**config.mk**
```make
export PLATFORM = sky130hd
export DESIGN_NAME = spi_bus_master
export DESIGN_NICKNAME = d
export VERILOG_FILES = /design/src/rtl/spi_bus_pkg.sv /design/src/rtl/spi_regs.sv /design/src/rtl/spi_edge_seq.sv /design/src/rtl/spi_shifter.sv /design/src/rtl/spi_bus_master.sv
export SDC_FILE = /design/constraint.sdc
export NUM_CORES = 1
export LEC_CHECK = 0
export BUFFER_PORTS_ARGS = -buffer_cell sky130_fd_sc_hd__clkbuf_2
export CAP_MARGIN = 20
export CORE_ASPECT_RATIO = 0.7
export CORE_MARGIN = 5
export CORE_UTILIZATION = 25
export DETAILED_ROUTE_END_ITERATION = 7
export PLACE_DENSITY = 0.4
export SETUP_SLACK_MARGIN = 0.4
export SLEW_MARGIN = 25
export SYNTH_ARGS = -nofsm -noshare
export SYNTH_HDL_FRONTEND = slang
export SYNTH_SLANG_ARGS = --single-unit
```
**constraint.sdc**
```tcl
create_clock -name clk -period 1.7 [get_ports clk]
set_input_delay 0.085 -clock clk [delete_from_list [all_inputs] [get_ports clk]]
set_output_delay 0.085 -clock clk [all_outputs]
set_load 0.02 [all_outputs]
```
**src/rtl/spi_bus_pkg.sv**
```systemverilog
package spi_bus_pkg;

    localparam int BUS_W  = 8;
    localparam int XFER_N = 8;

    typedef enum logic [1:0] {
        REG_DATA = 2'b00,
        REG_CTRL = 2'b01,
        REG_DIV  = 2'b10,
        REG_SEL  = 2'b11
    } reg_sel_e;

    localparam int B_IRQ  = 7;
    localparam int B_IER  = 6;
    localparam int B_ENA  = 5;
    localparam int B_FIN  = 4;
    localparam int B_BSY  = 3;
    localparam int B_CPOL = 2;
    localparam int B_CPHA = 1;

    typedef struct packed {
        logic ier;
        logic ena;
        logic cpol;
        logic cpha;
    } ctrl_t;

    typedef struct packed {
        logic lead;
        logic trail;
        logic first;
        logic last;
    } edge_t;

    function automatic ctrl_t decode_ctrl(input logic [BUS_W-1:0] b);
        ctrl_t c;
        c.ier  = b[B_IER];
        c.ena  = b[B_ENA];
        c.cpol = b[B_CPOL];
        c.cpha = b[B_CPHA];
        return c;
    endfunction

    function automatic logic [BUS_W-1:0] pack_status(input ctrl_t c, input logic irq,
                                                     input logic fin, input logic bsy);
        logic [BUS_W-1:0] s;
        s         = '0;
        s[B_IRQ]  = irq;
        s[B_IER]  = c.ier;
        s[B_ENA]  = c.ena;
        s[B_FIN]  = fin;
        s[B_BSY]  = bsy;
        s[B_CPOL] = c.cpol;
        s[B_CPHA] = c.cpha;
        return s;
    endfunction

endpackage

```
**src/rtl/spi_regs.sv**
```systemverilog
module spi_regs
    import spi_bus_pkg::*;
#(
    parameter int SEL_N = 8,
    parameter int DIV_W = 8
) (
    input  logic             clk,
    input  logic             rst,
    input  logic             cs_n,
    input  logic             rw,
    input  logic [1:0]       addr,
    input  logic [BUS_W-1:0] wdata,
    input  logic             busy,
    input  logic             done,
    input  logic [BUS_W-1:0] rx_byte,
    output logic [BUS_W-1:0] rdata,
    output ctrl_t            ctrl,
    output logic [DIV_W-1:0] div,
    output logic [SEL_N-1:0] sel,
    output logic             start,
    output logic             rd_clr,
    output logic             fin,
    output logic             irq
);
    reg_sel_e rsel;
    logic     wr_en;
    logic     rd_en;

    assign rsel   = reg_sel_e'(addr);
    assign wr_en  = !cs_n && !rw;
    assign rd_en  = !cs_n && rw;
    assign start  = wr_en && (rsel == REG_DATA) && ctrl.ena && !busy;
    assign rd_clr = rd_en && (rsel == REG_DATA);

    always_ff @(posedge clk) begin
        if (rst) begin
            ctrl <= '0;
            div  <= '0;
            sel  <= '0;
        end else if (wr_en) begin
            case (rsel)
                REG_CTRL: ctrl <= decode_ctrl(wdata);
                REG_DIV:  div  <= wdata[DIV_W-1:0];
                REG_SEL:  sel  <= wdata[SEL_N-1:0];
                default:  ;
            endcase
        end
    end

    // completion outranks an acknowledge on the same edge
    always_ff @(posedge clk) begin
        if (rst) begin
            fin <= 1'b0;
            irq <= 1'b0;
        end else begin
            if (done) begin
                fin <= 1'b1;
                if (ctrl.ier) irq <= 1'b1;
            end else if (rd_clr) begin
                fin <= 1'b0;
                irq <= 1'b0;
            end
        end
    end

    always_comb begin
        case (rsel)
            REG_DATA: rdata = rx_byte;
            REG_CTRL: rdata = pack_status(ctrl, irq, fin, busy);
            REG_DIV:  rdata = BUS_W'(div);
            default:  rdata = BUS_W'(sel);
        endcase
    end

endmodule

```
**src/rtl/spi_edge_seq.sv**
```systemverilog
module spi_edge_seq
    import spi_bus_pkg::*;
#(
    parameter int DIV_W = 8,
    parameter int NBITS = XFER_N
) (
    input  logic             clk,
    input  logic             rst,
    input  logic             ena,
    input  logic             start,
    input  logic             cpol,
    input  logic [DIV_W-1:0] div,
    output logic             busy,
    output logic             sclk,
    output edge_t            edg
);
    localparam int EDGES = 2 * NBITS;
    localparam int EW    = $clog2(EDGES);
    localparam logic [EW-1:0] LAST = EW'(EDGES - 1);

    logic [DIV_W-1:0] cnt;
    logic [EW-1:0]    eidx;
    logic             phase;
    logic             tick;

    assign tick       = busy && (cnt == div);
    assign edg.lead   = tick && !eidx[0];
    assign edg.trail  = tick && eidx[0];
    assign edg.first  = (eidx == '0);
    assign edg.last   = tick && (eidx == LAST);
    assign sclk       = cpol ^ phase;

    always_ff @(posedge clk) begin
        if (rst || !ena) begin
            busy  <= 1'b0;
            cnt   <= '0;
            eidx  <= '0;
            phase <= 1'b0;
        end else if (start) begin
            busy  <= 1'b1;
            cnt   <= '0;
            eidx  <= '0;
            phase <= 1'b0;
        end else if (busy) begin
            if (tick) begin
                cnt   <= '0;
                phase <= ~phase;
                eidx  <= eidx + 1'b1;
                if (eidx == LAST) busy <= 1'b0;
            end else begin
                cnt <= cnt + 1'b1;
            end
        end
    end

endmodule

```
**src/rtl/spi_shifter.sv**
```systemverilog
module spi_shifter
    import spi_bus_pkg::*;
#(
    parameter int NBITS = XFER_N
) (
    input  logic             clk,
    input  logic             rst,
    input  logic             start,
    input  logic [NBITS-1:0] tx_in,
    input  logic             cpha,
    input  edge_t            edg,
    input  logic             miso,
    output logic             mosi,
    output logic [NBITS-1:0] rx_byte
);
    logic [NBITS-1:0] tx_sh;
    logic [NBITS-1:0] rx_sh;
    logic [NBITS-1:0] rx_next;
    logic             do_sample;
    logic             do_shift;

    generate
        if (NBITS > 1) begin : g_wide
            assign rx_next = {rx_sh[NBITS-2:0], miso};
        end else begin : g_one
            assign rx_next = miso;
        end
    endgenerate

    // phase 0: capture on leading, advance on trailing
    // phase 1: advance on every leading edge but the first, capture on trailing
    assign do_sample = cpha ? edg.trail : edg.lead;
    assign do_shift  = cpha ? (edg.lead && !edg.first) : edg.trail;
    assign mosi      = tx_sh[NBITS-1];

    always_ff @(posedge clk) begin
        if (rst) begin
            tx_sh   <= '0;
            rx_sh   <= '0;
            rx_byte <= '0;
        end else if (start) begin
            tx_sh <= tx_in;
            rx_sh <= '0;
        end else begin
            if (do_shift)  tx_sh <= tx_sh << 1;
            if (do_sample) rx_sh <= rx_next;
            if (edg.last)  rx_byte <= do_sample ? rx_next : rx_sh;
        end
    end

endmodule

```
**src/rtl/spi_bus_master.sv**
```systemverilog
module spi_bus_master
    import spi_bus_pkg::*;
#(
    parameter int SEL_N = 8,
    parameter int DIV_W = 8
) (
    input  logic             clk,
    input  logic             rst,
    input  logic             cs_n,
    input  logic             rw,
    input  logic [1:0]       addr,
    input  logic [BUS_W-1:0] wdata,
    output logic [BUS_W-1:0] rdata,
    output logic             irq_n,
    input  logic             miso,
    output logic             mosi,
    output logic             sclk,
    output logic [SEL_N-1:0] ss,
    output logic             drive_en
);
    ctrl_t             ctrl;
    logic [DIV_W-1:0]  div;
    logic [SEL_N-1:0]  sel;
    logic              start;
    logic              rd_clr;
    logic              fin;
    logic              irq;
    logic              busy;
    logic              done;
    edge_t             edg;
    logic [XFER_N-1:0] rx_byte;

    assign done     = edg.last;
    assign irq_n    = !irq;
    assign ss       = sel;
    assign drive_en = ctrl.ena;

    spi_regs #(.SEL_N(SEL_N), .DIV_W(DIV_W)) u_regs (
        .clk(clk), .rst(rst), .cs_n(cs_n), .rw(rw), .addr(addr), .wdata(wdata),
        .busy(busy), .done(done), .rx_byte(rx_byte), .rdata(rdata),
        .ctrl(ctrl), .div(div), .sel(sel), .start(start), .rd_clr(rd_clr),
        .fin(fin), .irq(irq)
    );

    spi_edge_seq #(.DIV_W(DIV_W), .NBITS(XFER_N)) u_seq (
        .clk(clk), .rst(rst), .ena(ctrl.ena), .start(start), .cpol(ctrl.cpol),
        .div(div), .busy(busy), .sclk(sclk), .edg(edg)
    );

    spi_shifter #(.NBITS(XFER_N)) u_shift (
        .clk(clk), .rst(rst), .start(start), .tx_in(wdata), .cpha(ctrl.cpha),
        .edg(edg), .miso(miso), .mosi(mosi), .rx_byte(rx_byte)
    );

endmodule

```
Word level (Yosys, flattened, before mapping)
Cells that the tools add are included.
{"block": "word_totals", "ff_bits": 60, "inputBits": 15, "elab_cells": 72}
{"block": "classes", "add_sub_neg": 2, "n_eq_ne": 6, "mux": 15, "bitwise_logic": 3, "reduce_logical": 31}
{"op": "$mux W8", "n": 4}
{"op": "$pmux W8 S3", "n": 1}
{"op": "$reduce_and A2 Y1", "n": 6}
{"op": "$logic_and A1 B1 Y1", "n": 11}
{"op": "$mux W1", "n": 10}
{"op": "$add A8 B1 Y8 const B", "n": 1}
{"op": "$eq A8 B8 Y1", "n": 1}
{"op": "$logic_not A1 Y1", "n": 7}
{"op": "$add A4 B1 Y4 const B", "n": 1}
{"op": "$eq A2 B2 Y1 const B", "n": 2}
{"op": "$eq A4 B4 Y1 const B", "n": 1}
{"op": "$logic_not A4 Y1", "n": 1}
{"op": "$reduce_bool A2 Y1", "n": 2}
{"op": "$reduce_or A2 Y1", "n": 2}
{"op": "$eq A2 B1 Y1 const B", "n": 1}
{"op": "$logic_not A2 Y1", "n": 1}
{"op": "$ne A2 B1 Y1 const B", "n": 1}
{"op": "$not A1 Y1", "n": 2}
{"op": "$logic_or A1 B1 Y1", "n": 1}
{"op": "$xor A1 B1 Y1", "n": 1}

Depth between registers and ports, before layout
Gate-level depths: netlist of the first run.
{"block": "depth", "word_depth": 7, "ltp_mapped": 7}

Cells and area by module
From an unflattened synthesis of the first run, not the netlist that was laid out.
{"block": "unflattened", "hier_cells": 310, "area_unflattened_um2": 3079.2}
{"mod": "spi_regs", "n_inst": 1, "cells_each": 101, "area_per_inst_um2": 1128.6, "seq_area_each_um2": 440.4}
{"mod": "spi_shifter", "n_inst": 1, "cells_each": 111, "area_per_inst_um2": 1064.8, "seq_area_each_um2": 480.5}
{"mod": "spi_edge_seq", "n_inst": 1, "cells_each": 97, "area_per_inst_um2": 882.1, "seq_area_each_um2": 280.3}
{"mod": "spi_bus_master", "n_inst": 1, "cells_each": 1, "area_per_inst_um2": 3.8, "seq_area_each_um2": 0.0}

Least setup slack after synthesis of the first run
OpenSTA, ideal clock, no wires.
{"block": "synth_path", "path_kind": "flip-flop to flip-flop", "from": "register u_seq.cnt[0]", "to": "register u_shift.tx_sh[7]", "arrival_ps": 1741, "required_ps": 1622, "path_slack_ps": -119, "stages_incl_launch_ff": 6, "path_buffers": 0, "path_cell_list": "dfxtp_1 > xnor2_1 > nand3_1 > nor4_4 > mux2_2 > nor3_1"}
{"block": "synth_via", "elab_chain_cells": 6, "word_cells_on_any_way": 7, "cone_classes": "1 x eq/ne; 1 x mux; 5 x reduce/logical"}
{"element": "start: declaration", "line": "spi_edge_seq.sv:21", "source": "logic [DIV_W-1:0] cnt;"}
{"element": "start signal: assignment", "line": "spi_edge_seq.sv:51", "source": "cnt <= cnt + 1'b1;"}
{"element": "$eq A8 B8 Y1 *", "line": "spi_edge_seq.sv:26", "source": "assign tick = busy && (cnt == div);"}
{"element": "$logic_and A1 B1 Y1 *", "line": "spi_edge_seq.sv:26"}
{"element": "$logic_and A1 B1 Y1", "line": "spi_edge_seq.sv:27", "source": "assign edg.lead = tick && !eidx[0];"}
{"element": "$logic_and A1 B1 Y1", "line": "spi_shifter.sv:33", "source": "assign do_shift = cpha ? (edg.lead && !edg.first) : edg.trail;"}
{"element": "$mux W1 *", "line": "spi_shifter.sv:33"}
{"element": "$reduce_bool A2 Y1 (no source line) *"}
{"element": "end signal: assignment", "line": "spi_shifter.sv:42", "source": "tx_sh <= tx_in;"}
{"element": "end signal: assignment", "line": "spi_shifter.sv:45", "source": "if (do_shift) tx_sh <= tx_sh << 1;"}
{"element": "end: declaration", "line": "spi_shifter.sv:16", "source": "logic [NBITS-1:0] tx_sh;"}
Every way passes the cells marked *; elsewhere a longest branch is shown, timed or not.
A chain may end at the register's enable or synchronous reset.

Worst setup path after layout of the first run
{"block": "layout_path", "from": "register u_seq.cnt[0]", "to": "register u_shift.tx_sh[4]"}
The elaborated chain is that of the path after synthesis.

==> flow_metrics.tcl, run 1 <==
set metrics [dict create \
    setup.worst_path.end_class "register" \
    cts-root-buf "clkbuf_16" \
    floorplan.initialDensity 0.253 \
    yosys_register_bits 60 \
    fin_tns_setup_ns -0.245 \
    first_global_vias 2439 \
    grt_pass1_wl_um 13800 \
    critical_path_arrival_ns 2.01 \
    gr-total-overflow 0 \
    detailroute.via_count 2451 \
    final_period_utilization 1.03 \
    drtIter0Drc 91 \
    worstSetupPathType "register to register" \
    gp_routability_congestion 0.713 \
    worstSkewPairLatency_ns 0.33 \
    holdWs_ns 0.0198 \
    finalMaxSlewViolations 0 \
    number_of_enable_type_register_cells_in_the_synthesized_netlist 0 \
    wp_depth 7 \
    synth_ff_type "dfxtp_1" \
    global_route.usage.total 0.138 \
    dp_hpwl_um 5960 \
    cts.reportedPaths.clkPinSlew_ns 0.05 \
    wire_per_inst_um 15.8 \
    top_delay_family_on_crit_path "simple AND/OR/NAND/NOR gates" \
    design.die.area_um2 13300 \
    hold_class "input port to register" \
    worst_ep_required_time_ns 1.96 \
    drive_above_1_share 0.489 \
    vertical_die_dimension_um 98.0 \
    p_per_area_nw_per_um2 806 \
    worstPathBufferInverterCount 2 \
    yosys_warnings 0 \
    drtAntennaViolNets 0 \
    finish.net_count 414 \
    critPathSlowestCell "dfxtp_2" \
    synthArstFlopShare 0 \
    synth_nets 320 \
    dieWidth_um 136 \
    reg2reg_depth 7 \
    leak_pwr_nw 1.69 \
    crit_path_max_incr_delay_ns 0.33 \
    synth_top_cells_by_area "dfxtp_1 43%, mux2i_1 7.6%, nor2_1 6.3%, mux4_2 5.7%, nand2_1 5.4%" \
    clock_sinks 60 \
    pin_count 35 \
    worst-slew-pin-transition_ns 0.584 \
    synth_common_cells "60 x dfxtp_1, 46 x nor2_1, 40 x nand2_1, 21 x a21oi_1, 21 x mux2i_1" \
    hold_violations 0 \
    core.rowCount 32 \
    antenna_violations_before_repair 0 \
    failed_checks "negative setup slack" \
    detailedRoute.firstPassIterationCount 4 \
    path_max_fanout 8 \
    max_slew_margin 0.611 \
    cts_max_path_buffers 2 \
    cts_max_level 3 \
    post_synth_inst_count 302 \
    post_synth.cell_area_avg_um2 9.15 \
    grt_max_degree 47 \
    final_critical_path_setup_slack_ns -0.0523 \
    min_path_cells 3 \
    synth.cell_area_um2 2760 \
    setup_repair_after_global_routing_missed_its_margin "yes" \
    library_cell_with_the_highest_instance_count_after_synthesis "dfxtp_1" \
    period_minus_slack_ns 1.75 \
    status "finished, violations left" \
    layoutNonFillerInstCount 554 \
    timing.critical_path.mode_cell "buf_6" \
    antenna_cells 0 \
    drc 0 \
    drt-vias-per-instance 4.42 \
    final_core_util 0.405 \
    core_area_um2 10900 \
    crit_path_cell_trace "xnor2_2 -> nand3_2 -> buf_6 -> nor4_4 -> buf_6 -> mux2_4 -> nor3_4" \
    max_freq_mhz 571 \
    numCtsBuffers 9 \
    crit_path_start_kind "register" \
    power.ir.vdd_worst_mv 0.401 \
    io_buffers 34 \
    drv_cap 0 \
    cts_tree "yes" \
    synth-seq-area-share 0.435 \
    yosysUniqueCellTypes 35 \
    setup_violations 7 \
    synth.top_cell.area_share 0.435 \
    placed_cells 517 \
    finalWirelength_um 8740 \
    clock_skew_ns 0.00353 \
    synthDominantAreaCellType "dfxtp_1" \
    syn_to_final_growth_pct 60.1 \
]
area by class of cell:
class,instances,area [um^2]
Tap cell,153,191
Clock buffer,13,280
Inverter,4,15.0
Multi-Input combinational cell,223,1810
Sequential cell,60,1240
Fill cell,1079,6510
Clock inverter,3,42.5
Timing Repair Buffer,98,852
cells by family after synthesis:
logic type / synth area share
AO/OA/AOI/OAI: 0.0697
XOR/XNOR: 0.0602
adder cells (fa/ha/maj): 0.0136
buffers and inverters: 0.0281
flip-flops: 0.435
multiplexers: 0.166
AND/OR/NAND/NOR: 0.228
sequential cells by signal, indices dropped and copies added, names as in the netlist, 4 cells and up:
signal and cells:
u_shift.rx_sh 8, u_seq.eidx 4, u_regs.div 8, u_shift.tx_sh 8, u_regs.ctrl 4, u_shift.rx_byte 8
u_seq.cnt 8, u_regs.sel 8
per-stage QoR:
stage | power [W] | setup WS, ns | instance area, um^2
after global routing | 0.00369 | -0.115 | 4420
after detailed placement | 0.00163 | -0.269 | 3530
after floorplan | 0.00154 | -0.0610 | 2880
after CTS | 0.00361 | -0.0518 | 4250
final | 0.00356 | -0.0523 | 4420
after global placement | 0.00163 | -0.214 | 3530
worst paths after layout:
path,startpoint,end,slack (ns)
worst max-delay path,u_seq.cnt[0],u_shift.tx_sh[4],-0.05
worst min-delay path,wdata[4],u_regs.sel[4],0.02
worst max register to register,u_seq.cnt[0],u_shift.tx_sh[4],-0.05
worst min register to register,u_regs.sel[6],u_regs.sel[6],0.49
power by group:
| group | internal, W | switching (W) | total, W |
|---|---|---|---|
| sequential | 0.00141 | 0.0000123 | 0.00143 |
| combinational | 0.0000904 | 0.000115 | 0.000205 |
| clock | 0.00129 | 0.000643 | 0.00193 |
| total | 0.00279 | 0.000770 | 0.00356 |
placed cells by master, fill, tap and decap left out, types with 7 or more instances in the layout:
cell | netlist | routed
mux2_4 | 0 | 8
buf_8 | 0 | 9
mux2i_1 | 21 | 21
nor2_1 | 46 | 39
xnor2_1 | 15 | 7
clkbuf_16 | 0 | 9
dfxtp_1 | 60 | 40
buf_4 | 1 | 38
dfxtp_2 | 0 | 16
nand2_1 | 40 | 37
mux4_2 | 7 | 7
buf_6 | 0 | 22
nor3_1 | 15 | 8
clkbuf_2 | 0 | 26
a21oi_1 | 21 | 18
worst min-delay path, stage by stage:
cell,delay [ns]
clkbuf_2,0.10
nand2_1,0.06
a21oi_1,0.05
layer usage:
layer | global-route usage | vias up | wire [um]
met4 | 0.0418 | 0 | 112
met1 | 0.196 | 1182 | 4430
met2 | 0.203 | 26 | 3910
met5 | 0 | - | 0
li1 | - | 1236 | -
met3 | 0.0381 | 7 | 278
repair_timing:
action	in CTS	in global routing
pin swaps	12	12
buffers inserted	9	9
gates cloned	3	0
resized for setup	79	32
endpoints found under the hold margin	0	0
hold buffers	0	0
endpoints found under the setup margin	48	48
No activity file was read; power rests on OpenSTA's default activity.
==> run 2: changes to the inputs <==
--- a/config.mk
+++ b/config.mk
@@ -11,7 +11,7 @@
 export CORE_MARGIN = 5
 export CORE_UTILIZATION = 25
 export DETAILED_ROUTE_END_ITERATION = 7
-export PLACE_DENSITY = 0.4
+export PLACE_DENSITY = 0.39
 export SETUP_SLACK_MARGIN = 0.4
 export SLEW_MARGIN = 25
 export SYNTH_ARGS = -nofsm -noshare
==> constraint.sdc (replaced) <==
create_clock -name clk -period 1.8 [get_ports clk]
set_input_delay 0.09 -clock clk [delete_from_list [all_inputs] [get_ports clk]]
set_output_delay 0.09 -clock clk [all_outputs]
set_load 0.02 [all_outputs]
==> run 2 against run 1 <==
Net effect:
- the run now ends clean
- clock power fell by 18%
- maximum frequency grew 1.3%
- critical path depth grew 1
- global-route usage is 0.66 points higher
- cell count decreased by 1.1%
- sequential share of layout area increased by 0.53 points
- clock skew increased by 0.0030 ns
- die area did not move
- sequential power decreased by 6%
- total power down 12%
- sequential cell count did not move
- non-clock buffer count shrank 5
- critical endpoint is now u_shift.tx_sh[7]
- highest routed layer unchanged
==> flow_metrics.tcl, run 2 (synthesis results as in run 1) <==
set metrics [dict create \
    clock_skew_ns 0.00656 \
    io_buffers 34 \
    power.ir.vdd_worst_mv 0.405 \
    cts_tree "yes" \
    layout_commonest_cell "dfxtp_1" \
    drc 0 \
    core.rowCount 32 \
    core_area_um2 10900 \
    setup_violations 0 \
    cts.reportedPaths.clkPinSlew_ns 0.05 \
    finalWirelength_um 8930 \
    worst_ep_required_time_ns 2.05 \
    drv_cap 0 \
    first_global_vias 2539 \
    status "finished clean" \
    power_frac_seq 0.431 \
    hold_class "input port to register" \
    design.die.area_um2 13300 \
    critPathSlowestCell "or3b_4" \
    worstSetupPathType "register to register" \
    p_int_w 0.00241 \
    drtAntennaViolNets 0 \
    fin_tns_setup_ns 0 \
    wire_per_inst_um 16.3 \
    setup_repair_after_global_routing_missed_its_margin "yes" \
    floorplan.initialDensity 0.253 \
    pin_count 35 \
    antenna_cells 0 \
    crit_path_max_incr_delay_ns 0.39 \
    max_slew_margin 0.616 \
    clock_sinks 60 \
    drtIter0Drc 112 \
    crit_path_start_kind "register" \
    clock_power_share 0.509 \
    dp_hpwl_um 5990 \
    drt-vias-per-instance 4.53 \
    gp_routability_congestion 0.761 \
    leak_pwr_nw 1.64 \
    p_per_area_nw_per_um2 722 \
    max_freq_mhz 578 \
    setup.worst_path.end_class "register" \
    final.fill_count 1108 \
    syn_to_final_growth_pct 56.7 \
    final_period_utilization 0.961 \
    p_sw_frac 0.229 \
    cts_max_level 3 \
    detailedRoute.firstPassIterationCount 4 \
    finish.net_count 409 \
    worst-slew-pin-transition_ns 0.576 \
    dieWidth_um 136 \
    final_core_util 0.396 \
    critical_path_arrival_ns 1.98 \
    cts_max_path_buffers 2 \
    global_route.usage.total 0.144 \
    combinationalPowerShare 0.060 \
    crit_path_cell_trace "inv_1 -> ha_2 -> or3b_4 -> a21oi_4 -> nor4_4 -> buf_12 -> mux2_4 -> nor3_2" \
    grt_pass1_wl_um 14500 \
    period_minus_slack_ns 1.73 \
    numCtsBuffers 9 \
    finalMaxSlewViolations 0 \
    cts-root-buf "clkbuf_16" \
    hold_violations 0 \
    final_cell_mix "41 x dfxtp_1, 38 x nand2_1, 37 x nor2_1" \
    path_max_fanout 8 \
    antenna_violations_before_repair 0 \
    grt_max_degree 47 \
    detailroute.via_count 2485 \
    vertical_die_dimension_um 98.0 \
    gr-total-overflow 0 \
    net-switching-power_w 0.000716 \
    worstSkewPairLatency_ns 0.33 \
    drive_above_1_share 0.486 \
]
[run 2: timing repair]
action,CTS,global route
pin swaps,31,15
hold buffers,1,0
endpoints found under the setup margin,48,48
resized for setup,82,26
cloned,3,0
hold endpoints to repair,1,0
buffers inserted,12,5
[run 2: power groups by stage]
| stage | Combinational (W) | Clock (W) | Sequential, W |
|---|---|---|---|
| 2_1_floorplan | 0.0000796 | 0 | 0.00138 |
| 3_3_place_gp | 0.000162 | 0 | 0.00138 |
| 3_5_place_dp | 0.000161 | 0 | 0.00138 |
| 4_1_cts | 0.000180 | 0.00165 | 0.00135 |
| 5_1_grt | 0.000202 | 0.00169 | 0.00135 |
| 6_report | 0.000187 | 0.00159 | 0.00135 |
[run 2: through the flow]
stage	cell area, um^2	total power [W]	setup slack, ns	hold slack [ns]	std cells
global placement	3460	0.00154	-0.138	0.358	512
CTS	4210	0.00318	0.0154	0.0155	543
detailed placement	3460	0.00154	-0.174	0.362	512
finish	4330	0.00313	0.0708	0.0272	548
global route	4330	0.00325	-0.0152	0.0284	548
floorplan	2870	0.00146	0.0390	0.218	302
[run 2: path summary, 6_finish.rpt]
check                                        end  cells after the start  slack [ns]           from
worst min-delay path               u_regs.div[2]                      3        0.03       wdata[2]
worst max-delay path            u_shift.tx_sh[7]                      8        0.07  u_seq.eidx[1]
worst min register to register        u_regs.irq                      2        0.49     u_regs.irq
worst max register to register  u_shift.tx_sh[7]                      8        0.07  u_seq.eidx[1]
[run 2: critical path: cells and delay by family, from the launching register on]
kind                     cells  cell delay (ns)
multiplexers                 1             0.30
AND/OR/NAND/NOR              3             0.54
buffers and inverters        2             0.20
AO/OA/AOI/OAI                1             0.15
adder cells (fa/ha/maj)      1             0.15
flip-flops                   1             0.32
[run 2: layout make-up]
cell class,instances,area (um^2),area share
Clock inverter,2,10.0,0.00231
Multi-Input combinational cell,223,1800,0.415
Timing Repair Buffer,93,825,0.190
Inverter,4,15.0,0.00347
Tap cell,153,191,0.0442
Clock buffer,13,260,0.0601
Sequential cell,60,1230,0.285
[run 2: metal layers]
metal / wire [um] / up-vias / track usage
li1: - / 1223 / -
met1: 4470 / 1206 / 0.210
met2: 3960 / 49 / 0.205
met3: 416 / 7 / 0.0407
met4: 82 / 0 / 0.0473
met5: 0 / - / 0
==> run 3: changes to the inputs <==
==> constraint.sdc (replaced) <==
create_clock -name clk -period 1.8 [get_ports clk]
set_input_delay 0.36 -clock clk [delete_from_list [all_inputs] [get_ports clk]]
set_output_delay 0.36 -clock clk [all_outputs]
set_load 0.02 [all_outputs]
==> run 3 against run 2 <==
Net effect:
- the run now ends with negative setup slack left
- maximum frequency fell by 4.0%
- combinational power up 8%
- clock power hardly changed
- total power up 0.77%
- sequential cell count is the same
- cell count up 0.73%
- largest cell class unchanged
- largest power group unchanged
==> flow_metrics.tcl, run 3 (synthesis results as in run 1) <==
set metrics [dict create \
    detailroute.via_count 2463 \
    io_buffers 34 \
    final_period_utilization 1.00 \
    place_ws_ns -0.178 \
    drtIter0Drc 80 \
    drt-vias-per-instance 4.46 \
    finalWirelength_um 9070 \
    drive_above_1_share 0.536 \
    syn_to_final_growth_pct 61.5 \
    cts_hold_buffers 0 \
    failed_checks "negative setup slack" \
    max_slew_margin 0.597 \
    pin_count 35 \
    antenna_cells 0 \
    antenna_violations_before_repair 0 \
    finish.net_count 413 \
    p_per_area_nw_per_um2 706 \
    global_route.usage.total 0.141 \
    core_area_um2 10900 \
    setup_violations 1 \
    vertical_die_dimension_um 98.0 \
    path_max_fanout 2 \
    final_core_util 0.408 \
    clock_sinks 60 \
    detailed_place.area_um2 3500 \
    grt_pass1_wl_um 14100 \
    setup_repair_after_global_routing_missed_its_margin "yes" \
    placed_cells 517 \
    worst-slew-pin-transition_ns 0.604 \
    postLayoutCellArea_um2 4460 \
    drc 0 \
    crit_path_start_kind "register" \
    max_freq_mhz 555 \
    design.die.area_um2 13300 \
    cts-root-buf "clkbuf_16" \
    dieWidth_um 136 \
    final_critical_path_setup_slack_ns -0.00220 \
    clock_skew_ns 0.00325 \
    cts_max_path_buffers 2 \
    gp_routability_congestion 0.771 \
    setup.worst_path.end_class "output port" \
    layoutNonFillerInstCount 552 \
    holdWs_ns 0.302 \
    worstSkewPairLatency_ns 0.33 \
    worst_ep_required_time_ns 1.44 \
    final_cell_mix "39 x dfxtp_1, 37 x nand2_1, 36 x nor2_1" \
    dp_hpwl_um 6190 \
    hold_class "input port to register" \
    worstSetupPathType "register to output port" \
    status "finished, violations left" \
    gr-total-overflow 0 \
    numCtsBuffers 9 \
    core.rowCount 32 \
    wire_per_inst_um 16.4 \
    drtAntennaViolNets 0 \
    drv_cap 0 \
    final.fill_count 1073 \
    grt_max_degree 47 \
    finalMaxSlewViolations 0 \
    first_global_vias 2551 \
    layout_commonest_cell "dfxtp_1" \
    cts_max_level 3 \
    cts_tree "yes" \
    critical_path_arrival_ns 1.44 \
    hold_violations 0 \
    cts.reportedPaths.clkPinSlew_ns 0.05 \
    period_minus_slack_ns 1.80 \
    detailedRoute.firstPassIterationCount 4 \
    floorplan.initialDensity 0.253 \
    power.ir.vdd_worst_mv 0.397 \
    leak_pwr_nw 1.67 \
]
-- run 3: changes by cell type in the layout (fill, tap and decap cells not counted), moves of 4 or more --
| cell | delta |
|---|---|
| a211oi_2 | +5 |
| buf_6 | +9 |
| dfxtp_2 | +4 |
| a211oi_1 | -5 |
-- run 3: layout make-up --
type / instances / area [um^2] / share of cell area
repair buffers: 97 / 866 / 0.194
clock buffers: 11 / 253 / 0.0567
inverters: 4 / 15.0 / 0.00337
clock inverters: 4 / 25.0 / 0.00561
flip-flops and latches: 60 / 1230 / 0.276
multi-input cells: 223 / 1880 / 0.422
well taps: 153 / 191 / 0.0429
-- run 3: path summary, 6_finish.rpt --
kind                        endpoint  depth (start not counted)  slack (ns)          start
hold reg to reg           u_regs.irq                          2        0.49     u_regs.irq
hold / removal         u_regs.sel[3]                          3        0.30       wdata[3]
setup / recovery            rdata[1]                          3      -0.002  u_regs.div[1]
setup reg to reg  u_shift.rx_byte[2]                          8        0.05  u_regs.div[0]
-- run 3: timing repair --
action,CTS,global route
gates resized for setup,102,32
pin swaps,42,9
gates cloned,2,1
setup endpoints to repair,49,49
setup buffers,13,4
-- run 3: through the flow --
step / power, W / setup TNS [ns]
2_1_floorplan: 0.00147 / 0
3_3_place_gp: 0.00155 / -0.833
3_5_place_dp: 0.00155 / -1.03
4_1_cts: 0.00321 / -0.0300
5_1_grt: 0.00329 / -0.205
6_report: 0.00315 / -0.00220
-- run 3: power breakdown --
| part | leakage [nW] | total (W) | switching [W] | internal [W] |
|---|---|---|---|---|
| registers | 0.495 | 0.00135 | 0.0000106 | 0.00134 |
| logic | 1.04 | 0.000202 | 0.000113 | 0.0000895 |
| clock network | 0.133 | 0.00160 | 0.000608 | 0.000992 |
-- run 3: metal layers --
layer	part of all wire	routed length, um	vias up	track usage
met2	0.44	3990	30	0.208
met3	0.035	316	13	0.0427
met1	0.51	4620	1186	0.197
met5	0	0	-	0
met4	0.014	130	0	0.0473
li1	-	-	1234	-
-- run 3: critical path, stage by stage, from the launching register on --
cell     delay [ns]
dfxtp_2        0.34
buf_6          0.12
mux4_2         0.50
buf_8          0.16
